File: src/rtl/mbox_xfer_seq.sv
module mbox_xfer_seq #(
  parameter int          LEN_W        = 16,
  parameter int          POLL_TIMEOUT = 4096,
  parameter int          POLL_GAP     = 4,
  parameter int          RETRIES      = 3,
  parameter logic [31:0] CSS_ADDR     = 32'h00FF_0000,
  parameter int          CSS_MAX      = 128
)(
  input  logic             clk,
  input  logic             rst_n,
  input  logic             start,
  input  logic             start_wr,
  input  logic [31:0]      start_addr,
  input  logic [LEN_W-1:0] start_len,
  output logic             done,
  output logic [2:0]       result,
  output logic             reg_req,
  output logic             reg_wr,
  output logic [4:0]       reg_idx,
  output logic [31:0]      reg_wdata,
  input  logic             reg_ack,
  input  logic [31:0]      reg_rdata,
  input  logic             wd_valid,
  input  logic [7:0]       wd_data,
  output logic             wd_ready,
  output logic             rd_valid,
  output logic [7:0]       rd_data
);
  localparam int TMO_W = $clog2(POLL_TIMEOUT + 2);
  localparam int GAP_W = (POLL_GAP > 1) ? $clog2(POLL_GAP + 1) : 1;
  localparam int RTY_W = $clog2(RETRIES + 2);
  localparam logic [4:0] IDX_CMD  = 5'd16;
  localparam logic [4:0] IDX_STAT = 5'd17;
  localparam logic [2:0] RES_OK = 3'd0, RES_AUTH = 3'd1, RES_ACC = 3'd2, RES_IO = 3'd3, RES_SIZE = 3'd4;

  typedef enum logic [3:0] {S_IDLE, S_FILL, S_LOAD, S_CMD, S_POLL, S_GAP, S_STAT, S_UNLD, S_EMIT} st_t;

  st_t              state;
  logic [31:0]      cur_addr;
  logic [LEN_W-1:0] rem;
  logic             wr, css;
  logic [6:0]       bi;
  logic [4:0]       di;
  logic [1:0]       eb;
  logic [31:0]      word;
  logic [TMO_W-1:0] tmo;
  logic [GAP_W-1:0] gc;
  logic [RTY_W-1:0] retr;
  logic [7:0]       bbuf [64];

  logic [1:0]       off;
  logic [6:0]       room, endb, cnb7, epos;
  logic [LEN_W-1:0] cnb;
  logic [4:0]       cdw;
  logic [3:0]       cnt_f;
  logic [21:0]      dwa;
  logic [31:0]      cmdw, ldw;
  logic             in_fill, in_emit, last_fill, last_dw;

  assign off   = css ? 2'd0 : cur_addr[1:0];
  assign room  = 7'd64 - {5'd0, off};
  assign cnb   = (rem > LEN_W'(room)) ? LEN_W'(room) : rem;
  assign cnb7  = cnb[6:0];
  assign endb  = {5'd0, off} + cnb7;
  assign cdw   = 5'((endb + 7'd3) >> 2);
  assign cnt_f = wr ? 4'(cdw - 5'd1) : ((cdw == 5'd16) ? 4'd0 : cdw[3:0]);
  assign dwa   = css ? CSS_ADDR[23:2] : cur_addr[23:2];
  assign cmdw  = {(wr ? 4'h0 : 4'h2), cnt_f, dwa, css, 1'b1};
  assign ldw   = {bbuf[{di[3:0], 2'd3}], bbuf[{di[3:0], 2'd2}], bbuf[{di[3:0], 2'd1}], bbuf[{di[3:0], 2'd0}]};
  assign epos  = {di, eb};

  assign in_fill   = (bi >= {5'd0, off}) && (bi < endb);
  assign in_emit   = (epos >= {5'd0, off}) && (epos < endb);
  assign last_fill = (bi == ({cdw, 2'b00} - 7'd1));
  assign last_dw   = (di == cdw - 5'd1);

  assign reg_req   = (state == S_LOAD) || (state == S_CMD) || (state == S_POLL) ||
                     (state == S_STAT) || (state == S_UNLD);
  assign reg_wr    = (state == S_LOAD) || (state == S_CMD);
  assign reg_idx   = ((state == S_LOAD) || (state == S_UNLD)) ? di :
                     ((state == S_CMD)  || (state == S_POLL)) ? IDX_CMD :
                     (state == S_STAT) ? IDX_STAT : 5'd0;
  assign reg_wdata = (state == S_LOAD) ? ldw : (state == S_CMD) ? cmdw : 32'd0;
  assign wd_ready  = (state == S_FILL) && in_fill;
  assign rd_valid  = (state == S_EMIT) && in_emit;
  assign rd_data   = word[{eb, 3'b000} +: 8];

  always_ff @(posedge clk or negedge rst_n) begin
    if (!rst_n) begin
      state    <= S_IDLE;
      cur_addr <= '0;
      rem      <= '0;
      wr       <= 1'b0;
      css      <= 1'b0;
      bi       <= '0;
      di       <= '0;
      eb       <= '0;
      word     <= '0;
      tmo      <= '0;
      gc       <= '0;
      retr     <= '0;
      done     <= 1'b0;
      result   <= RES_OK;
    end else begin
      done <= 1'b0;
      case (state)
        S_IDLE: if (start) begin
          cur_addr <= start_addr;
          rem      <= start_len;
          wr       <= start_wr;
          css      <= start_wr && (start_addr >= CSS_ADDR);
          retr     <= RTY_W'(RETRIES);
          bi       <= '0;
          di       <= '0;
          if (start_len == '0) begin
            done <= 1'b1; result <= RES_OK;
          end else if (start_wr && (start_addr >= CSS_ADDR) && (start_len > LEN_W'(CSS_MAX))) begin
            done <= 1'b1; result <= RES_SIZE;
          end else begin
            state <= start_wr ? S_FILL : S_CMD;
          end
        end
        S_FILL: if (!in_fill || wd_valid) begin
          bbuf[bi[5:0]] <= in_fill ? wd_data : 8'hFF;
          bi <= bi + 7'd1;
          if (last_fill) begin
            state <= S_LOAD;
            di    <= '0;
          end
        end
        S_LOAD: if (reg_ack) begin
          di <= di + 5'd1;
          if (last_dw) state <= S_CMD;
        end
        S_CMD: if (reg_ack) begin
          tmo   <= '0;
          state <= S_POLL;
        end
        S_POLL: begin
          if (tmo != '1) tmo <= tmo + 1'b1;
          if (reg_ack) begin
            if (!reg_rdata[0]) begin
              state <= S_STAT;
            end else if (tmo >= TMO_W'(POLL_TIMEOUT)) begin
              if (retr != '0) begin
                retr  <= retr - 1'b1;
                di    <= '0;
                state <= wr ? S_LOAD : S_CMD;
              end else begin
                done  <= 1'b1;
                result <= RES_IO;
                state <= S_IDLE;
              end
            end else begin
              gc    <= '0;
              state <= S_GAP;
            end
          end
        end
        S_GAP: begin
          if (tmo != '1) tmo <= tmo + 1'b1;
          gc <= gc + 1'b1;
          if (gc >= GAP_W'(POLL_GAP - 1)) state <= S_POLL;
        end
        S_STAT: if (reg_ack) begin
          if (reg_rdata[3:0] != 4'd0) begin
            done   <= 1'b1;
            result <= (reg_rdata[3:0] == 4'd1) ? RES_AUTH :
                      (reg_rdata[3:0] == 4'd2) ? RES_ACC : RES_IO;
            state  <= S_IDLE;
          end else if (!wr) begin
            di    <= '0;
            state <= S_UNLD;
          end else begin
            cur_addr <= cur_addr + 32'(cnb);
            rem      <= rem - cnb;
            bi       <= '0;
            if (rem == cnb) begin
              done <= 1'b1; result <= RES_OK; state <= S_IDLE;
            end else begin
              state <= S_FILL;
            end
          end
        end
        S_UNLD: if (reg_ack) begin
          word  <= reg_rdata;
          eb    <= '0;
          state <= S_EMIT;
        end
        S_EMIT: begin
          eb <= eb + 2'd1;
          if (eb == 2'd3) begin
            if (last_dw) begin
              cur_addr <= cur_addr + 32'(cnb);
              rem      <= rem - cnb;
              if (rem == cnb) begin
                done <= 1'b1; result <= RES_OK; state <= S_IDLE;
              end else begin
                state <= S_CMD;
              end
            end else begin
              di    <= di + 5'd1;
              state <= S_UNLD;
            end
          end
        end
        default: state <= S_IDLE;
      endcase
    end
  end
endmodule

File: config.mk
export PLATFORM = sky130hd
export DESIGN_NAME = mbox_xfer_seq
export DESIGN_NICKNAME = d
export VERILOG_FILES = /design/src/rtl/mbox_xfer_seq.sv
export SDC_FILE = /design/constraint.sdc
export NUM_CORES = 1
export LEC_CHECK = 0
export ABC_CLOCK_PERIOD_IN_PS = 15700
export BUFFER_PORTS_ARGS = -buffer_cell sky130_fd_sc_hd__buf_2
export CAP_MARGIN = 20
export CORE_MARGIN = 1.5
export CORE_UTILIZATION = 61
export CTS_CLUSTER_SIZE = 16
export DETAILED_ROUTE_END_ITERATION = 10
export PLACE_DENSITY_LB_ADDON = 0.08
export SLEW_MARGIN = 15
export SYNTH_ARGS = -nofsm -noshare
export SYNTH_HDL_FRONTEND = slang
export SYNTH_SLANG_ARGS = --single-unit
File: constraint.sdc
create_clock -name clk -period 15.7 [get_ports clk]
set_clock_uncertainty 0.15 [all_clocks]
set_input_delay 0.785 -clock clk [delete_from_list [all_inputs] [get_ports clk]]
set_output_delay 0.785 -clock clk [all_outputs]
set_load 0.005 [all_outputs]
==> results.toml, run 1 <==
[critical_path]
worst_ep_arrival_time_ns = 8.48
worstSetupPathType = "flip-flop to flip-flop"
worst_path_most_repeated_cell = "sky130_fd_sc_hd__ha_1"
worst_ep_required_time_ns = 15.84
r2r_cells = 23
timing.critical_path.from_type = "flip-flop"
crit_path_start = "css"
worstReg2RegStart = "css"
regToRegSetupSlack_ns = 7.36
critical_path.reg2reg.endpoint = "bbuf[43][4]"
timing.critical_path.cells = "nor2b_1 > inv_1 > ha_1 > inv_1 > ha_1 > nor2_1 > o41ai_1 > nand3_1 > a31o_2 > o21ai_0 > ha_1 > a21oi_1 > nor3_1 > xnor2_1 > mux2i_1 > inv_1 > ha_1 > a21oi_1 > o21ai_1 > o211ai_1 > nor2_1 > nand3b_1 > nor2_1"
max_stage_delay_ns = 0.71
critPathBufInv = 3
timing.critical_path.to = "bbuf[43][4]"
critPathTopFamily = "compound AO/OA/AOI/OAI gates"
timing.critical_path.depth = 23
critical_path.slowest_cell = "sky130_fd_sc_hd__nor2_1"
worstPathMaxFanout = 23
cp-end-kind = "flip-flop"

[clock_network]
clock_sinks = 627
htree_levels = 2
cts_tree = "yes"
postCtsHoldBufs = 0
post-cts-setup-buffers = 0
clk_path_buf_depth = 3
postCtsResizedCells = 0
clk_pin_slew_ns = 0.07
insertion_delay_ns = 0.65
cts_made_buffers = 61
clock-root-buffer = "sky130_fd_sc_hd__clkbuf_16"

[placement]
finalWeightedCongestion = 0.920
place.port_buffers = 146
place_worst_setup_slack_ns = 7.46
hpwl_um = 45600

[detailed_routing]
final_antenna_net_count = 0
num_vias = 17600
wl_met1_um = 28700
detailedRoute.firstIterationViolations = 2053
drc_viols = 0
drtPass1Iterations = 8
routed_wire_length_on_met2_um = 34700
routed_wl_met3_um = 5980
route.top_layer_used = "met4"
route.final.wire_length_um = 71600
via_per_instance_ratio = 6.62
routedWlPerCell_um = 26.9

[yosys]
synth_top_cell_area_share = 0.537
syn-cell-area_um2 = 28700
post-synth-top-area-cell = "sky130_fd_sc_hd__edfxtp_1"
synth_cell_type_count = 81
synth-seq-cells = 627
syn_inst = 1863
async_flop_share = 0.183
mean_syn_cell_area_um2 = 15.4
yosys_most_used_dff = "sky130_fd_sc_hd__edfxtp_1"
post_synth_edffs = 512
ys_warn_count = 0
synth.area.top_cells = "sky130_fd_sc_hd__edfxtp_1 (54%), sky130_fd_sc_hd__mux4_2 (13%), sky130_fd_sc_hd__dfrtp_1 (10%)"
register_area_share_after_synthesis = 0.637

[timing]
post-route-period-util = 0.531
final.setup.tns_ns = 0
post-route-min-period_ns = 8.34
post-route-worst-setup-slack_ns = 7.36
timing.final.setup_violations = 0
final_max_slew_viol_count = 0
worst-slew-pin-transition_ns = 1.10
timing.max_slew.rel_slack = 0.264
setup_repair_after_global_routing_missed_its_margin = "no"
max_freq_ghz = 0.120
finalHoldViolations = 0

[job]
drv_cap = 0

[floorplanning]
rows = 79
pin_count = 147
die_height_um = 220
fp.dieArea_um2 = 48300
floorplan.initialDensity = 0.617
core_region_area_um2 = 46500
die_wd_um = 220

[run_status]
run_status = "completed"

[global_route]
grt_overflow = 0
largest_net_degree_at_the_start_of_global_routing = 69
grt_usage = 0.303
grt_first_pass_wirelength_um = 107000
grt_antenna_before_repair = 1
first_global_vias = 17170

[pwr]
vdd.ir_drop.worst_mv = 0.172
pwr_density_cell_nw_per_um2 = 202
p_leak_nw = 11.1

[cells_and_area]
syn2layout_area_growth_pct = 12.0
finish.net_count = 2149
postLayoutCoreUtil = 0.691
mostFrequentLayoutCells = "sky130_fd_sc_hd__edfxtp_1 (512), sky130_fd_sc_hd__mux4_2 (168), sky130_fd_sc_hd__nor2_1 (145), sky130_fd_sc_hd__buf_2 (145), sky130_fd_sc_hd__nand2_1 (116)"
filler_cell_count = 3053
layout-drive-gt1-share = 0.252
layout_commonest_cell = "sky130_fd_sc_hd__edfxtp_1"

[hold_path]
min_delay_worst_type = "input port to asynchronous set/reset pin"
[worst register-to-register path: stages, from the launching register on]
cell,delay (ns)
sky130_fd_sc_hd__dfrtp_1,0.55
sky130_fd_sc_hd__nor2b_1,0.39
sky130_fd_sc_hd__inv_1,0.08
sky130_fd_sc_hd__ha_1,0.29
sky130_fd_sc_hd__inv_1,0.05
sky130_fd_sc_hd__ha_1,0.31
sky130_fd_sc_hd__nor2_1,0.07
sky130_fd_sc_hd__o41ai_1,0.36
sky130_fd_sc_hd__nand3_1,0.17
sky130_fd_sc_hd__a31o_2,0.43
sky130_fd_sc_hd__o21ai_0,0.70
sky130_fd_sc_hd__ha_1,0.37
sky130_fd_sc_hd__a21oi_1,0.28
sky130_fd_sc_hd__nor3_1,0.11
sky130_fd_sc_hd__xnor2_1,0.19
sky130_fd_sc_hd__mux2i_1,0.35
sky130_fd_sc_hd__inv_1,0.16
sky130_fd_sc_hd__ha_1,0.30
sky130_fd_sc_hd__a21oi_1,0.08
sky130_fd_sc_hd__o21ai_1,0.68
sky130_fd_sc_hd__o211ai_1,0.32
sky130_fd_sc_hd__nor2_1,0.42
sky130_fd_sc_hd__nand3b_1,0.46
sky130_fd_sc_hd__nor2_1,0.72
[routing by layer]
layer,vias up,track usage
met1,8958,0.425
li1,7598,-
met3,153,0.0553
met5,-,0
met2,891,0.485
met4,0,0.0989
[area by class of cell]
cell class	count	area, um2	share of cell area
tap	607	759	0.0237
inverter	53	199	0.00620
clock buffer	68	1570	0.0491
timing repair buffer	162	866	0.0270
multi-input combinational	1093	9860	0.307
sequential	627	18300	0.569
clock inverter	48	557	0.0174
antenna	1	2.50	0.0000780
[cells by family (layout without fill, tap and decap cells)]
family | Yosys count | after routing | share of synthesized area
xor+xnor | 40 | 40 | 0.0142
buf+inv | 151 | 331 | 0.0215
flops | 627 | 627 | 0.637
simple gates | 448 | 448 | 0.0745
fa+ha+maj | 57 | 57 | 0.0257
compound gates | 312 | 312 | 0.0710
mux | 227 | 227 | 0.156
other cells | 1 | 10 | 0.000131
[report_power, final]
| part | total [mW] | internal [mW] | switching, mW |
|---|---|---|---|
| clock | 1.55 | 0.892 | 0.661 |
| sequential | 2.37 | 2.16 | 0.212 |
| combinational | 2.55 | 1.05 | 1.50 |
| total | 6.48 | 4.11 | 2.37 |
[worst min-delay path by stage]
stage	startpoint	end	slack (ns)	depth (start not counted)
after floorplan	tmo[10]	tmo[10]	0.29	1
after global placement	tmo[10]	tmo[10]	0.32	1
after detailed placement	tmo[10]	tmo[10]	0.32	1
after CTS	reg_rdata[6]	word[6]	0.19	2
after global routing	reg_rdata[26]	word[26]	0.19	2
final	rst_n	gc[2]	0.20	2
[Yosys cell counts (all sizes together) (18+ instances only)]
cell	instances
edfxtp	512
mux4	168
nor2	146
nand2	116
dfrtp	115
a21oi	88
o21ai	72
clkbuf	64
ha	54
inv	53
mux2	48
buf	34
nand3	34
nor3	25
xnor2	24
a31oi	19
nand2b	18
[sequential cells by signal (all words and copies together), names as in the netlist]
signal and cells:
gc 3, rem 16, state 4, result 3, done 1, word 32
bi 7, di 5, wr 1, css 1, cur_addr 24, eb 2
tmo 13, retr 3, bbuf 512
[metrics by stage]
step	cell area (um2)	hold WS (ns)	power [mW]	cells
2_1_floorplan	28700	0.288	4.13	1871
3_5_place_dp	29900	0.316	4.93	2541
3_3_place_gp	29900	0.318	4.90	2541
4_1_cts	32100	0.194	6.49	2657
6_report	32100	0.205	6.48	2659
5_1_grt	32100	0.194	6.81	2659
No activity file was read; power rests on OpenSTA's default activity.
==> inputs of run 2 (changes only) <==
- ABC_AREA: unset -> 1
- ABC_CLOCK_PERIOD_IN_PS: 15700 -> 8700
- clock period: 15.7 -> 8.7 ns (I/O delays scaled with it)
==> results.toml, run 2 <==
[critical_path]
regToRegSetupSlack_ns = 1.81
r2r_cells = 29
worst_ep_arrival_time_ns = 7.04
worst_path_most_repeated_cell = "sky130_fd_sc_hd__nand2_1"
critical_path.reg2reg.endpoint = "bbuf[27][1]"
worstReg2RegStart = "css"
worstSetupPathType = "flip-flop to flip-flop"
timing.critical_path.from_type = "flip-flop"
worst_ep_required_time_ns = 8.85
critical_path.slowest_cell = "sky130_fd_sc_hd__nor2_1"
worstPathMaxFanout = 12
max_stage_delay_ns = 0.70
cp-end-kind = "flip-flop"

[placement]
place.port_buffers = 146
finalWeightedCongestion = 0.950
place_worst_setup_slack_ns = 1.84
hpwl_um = 51300

[floorplanning]
die_wd_um = 220
die_height_um = 220
floorplan.initialDensity = 0.618
core_region_area_um2 = 46600
rows = 79
fp.dieArea_um2 = 48500
pin_count = 147

[yosys]
ys_warn_count = 0
synth_top_cell_area_share = 0.534
mean_syn_cell_area_um2 = 10.5
post-synth-top-area-cell = "sky130_fd_sc_hd__edfxtp_1"
async_flop_share = 0.183
register_area_share_after_synthesis = 0.634
netlist_top_cells_count = "sky130_fd_sc_hd__edfxtp_1 (512), sky130_fd_sc_hd__nor2_1 (426), sky130_fd_sc_hd__nand2_1 (396)"
cell_with_the_most_instances_after_synthesis = "sky130_fd_sc_hd__edfxtp_1"
synth_cell_type_count = 55
yosys_most_used_dff = "sky130_fd_sc_hd__edfxtp_1"
syn-cell-area_um2 = 28800
synth-seq-cells = 627
synth.area.top_cells = "sky130_fd_sc_hd__edfxtp_1 (53%), sky130_fd_sc_hd__dfrtp_1 (10%), sky130_fd_sc_hd__o21ai_0 (6.7%)"
post_synth_edffs = 512
syn_inst = 2742

[timing]
post-route-period-util = 0.792
max_freq_ghz = 0.145
final_max_slew_viol_count = 0
setup_repair_after_global_routing_missed_its_margin = "no"
timing.max_slew.rel_slack = 0.273
final.setup.tns_ns = 0
timing.final.setup_violations = 0
post-route-min-period_ns = 6.89
worst-slew-pin-transition_ns = 1.06
finalHoldViolations = 0
post-route-worst-setup-slack_ns = 1.81

[pwr]
pwr_density_cell_nw_per_um2 = 366
p_leak_nw = 12.5
vdd.ir_drop.worst_mv = 0.423
power_mw = 11.9

[detailed_routing]
detailedRoute.firstIterationViolations = 2718
drc_viols = 0
final_antenna_net_count = 0
route.final.wire_length_um = 81000
via_per_instance_ratio = 6.25
drtPass1Iterations = 6
routedWlPerCell_um = 22.7
num_vias = 22294

[global_route]
grt_usage = 0.334
grt_antenna_before_repair = 0
largest_net_degree_at_the_start_of_global_routing = 193
first_global_vias = 21060
grt_overflow = 0
grt_first_pass_wirelength_um = 121000

[clock_network]
htree_levels = 2
clock-root-buffer = "sky130_fd_sc_hd__clkbuf_16"
clock_sinks = 627
insertion_delay_ns = 0.67
cts_made_buffers = 61
clk_path_buf_depth = 3
cts_tree = "yes"
postCtsResizedCells = 0
clk_pin_slew_ns = 0.06

[hold_path]
worstHoldPathCells = 3
timing.hold.worst.start = "start_addr[1]"
whs_endpoint = "cur_addr[1]"
min_delay_worst_type = "input port to flip-flop"

[cells_and_area]
ant_diodes = 0
layout_commonest_cell = "sky130_fd_sc_hd__edfxtp_1"
finish.net_count = 3061
syn2layout_area_growth_pct = 13.4
filler_cell_count = 3380
layout-drive-gt1-share = 0.120
max_ffs_per_register = 512
mostFrequentLayoutCells = "sky130_fd_sc_hd__edfxtp_1 (512), sky130_fd_sc_hd__nor2_1 (422), sky130_fd_sc_hd__nand2_1 (396), sky130_fd_sc_hd__o21ai_0 (387), sky130_fd_sc_hd__buf_2 (145)"

[job]
drv_cap = 0

[run_status]
run_status = "completed"
==> run 2: cell types whose count changed after synthesis, sizes merged, moves of 22 or more <==
cell / previous run / this run
nor2: 146 / 436
nand2: 116 / 413
buf: 34 / 12
mux4: 168 / 0
inv: 53 / 141
o21ai: 72 / 407
nand3: 34 / 122
clkbuf: 64 / 115
o22ai: 14 / 139
==> run 2: kinds of logic after synthesis <==
group           count (synthesis)  synth area share
buf+inv                       272            0.0364
fa+ha+maj                      57            0.0256
compound gates                670             0.127
simple gates                 1051             0.154
mux                            45            0.0170
other cells                     1          0.000130
xor+xnor                       19           0.00578
flops                         627             0.634
==> run 2: layout make-up <==
type	count	area, um2	share of cell area
Inverter	145	549	0.0168
Clock buffer	72	1590	0.0487
Clock inverter	42	448	0.0137
Multi-Input combinational cell	1851	9550	0.293
Timing Repair Buffer	224	1470	0.0452
Sequential cell	627	18300	0.560
Tap cell	607	759	0.0233
==> run 2: what timing repair did <==
item                      4_1_cts  5_1_grt
hold endpoints to repair       96        0
hold buffers                   57        0
setup buffers                   0        0
==> run 2: worst max path at each step <==
stage,from,endpoint,slack [ns],cells after the start
final,css,bbuf[27][1],1.81,29
after global routing,css,bbuf[35][0],1.34,29
after CTS,css,bbuf[27][1],1.88,29
after detailed placement,css,bbuf[27][6],1.84,29
after global placement,css,bbuf[35][1],2.14,29
after floorplan,css,bbuf[11][0],3.35,31
==> run 2: worst max-delay path: cells and delay by family, from the launching register on <==
family                   cells  cell delay [ns]
AND/OR/NAND/NOR             16             3.37
adder cells (fa/ha/maj)      5             1.47
AO/OA/AOI/OAI                4             0.68
flip-flops                   1             0.54
buffers and inverters        4             0.36
==> run 2: report_power, final <==
part / switching (mW) / internal, mW / total, mW
registers: 0.276 / 4.06 / 4.33
logic: 3.50 / 1.40 / 4.91
clock network: 1.15 / 1.54 / 2.70
==> run 2: metal layers <==
metal | part of all wire | track usage | routed length [um]
met5 | 0 | 0 | 0
met4 | 0.037 | 0.121 | 2980
met3 | 0.095 | 0.0701 | 7700
met2 | 0.47 | 0.535 | 37700
met1 | 0.40 | 0.455 | 32600
==> run 2: per-stage QoR <==
stage | utilization | hold slack (ns) | instance area, um2 | cells
floorplan | - | -0.0106 | 28800 | 2750
global placement | 0.645 | 0.168 | 30000 | 3397
detailed placement | 0.645 | 0.170 | 30000 | 3397
CTS | 0.701 | 0.00439 | 32600 | 3568
global route | 0.701 | 0.0180 | 32600 | 3568
finish | 0.701 | 0.0117 | 32600 | 3568
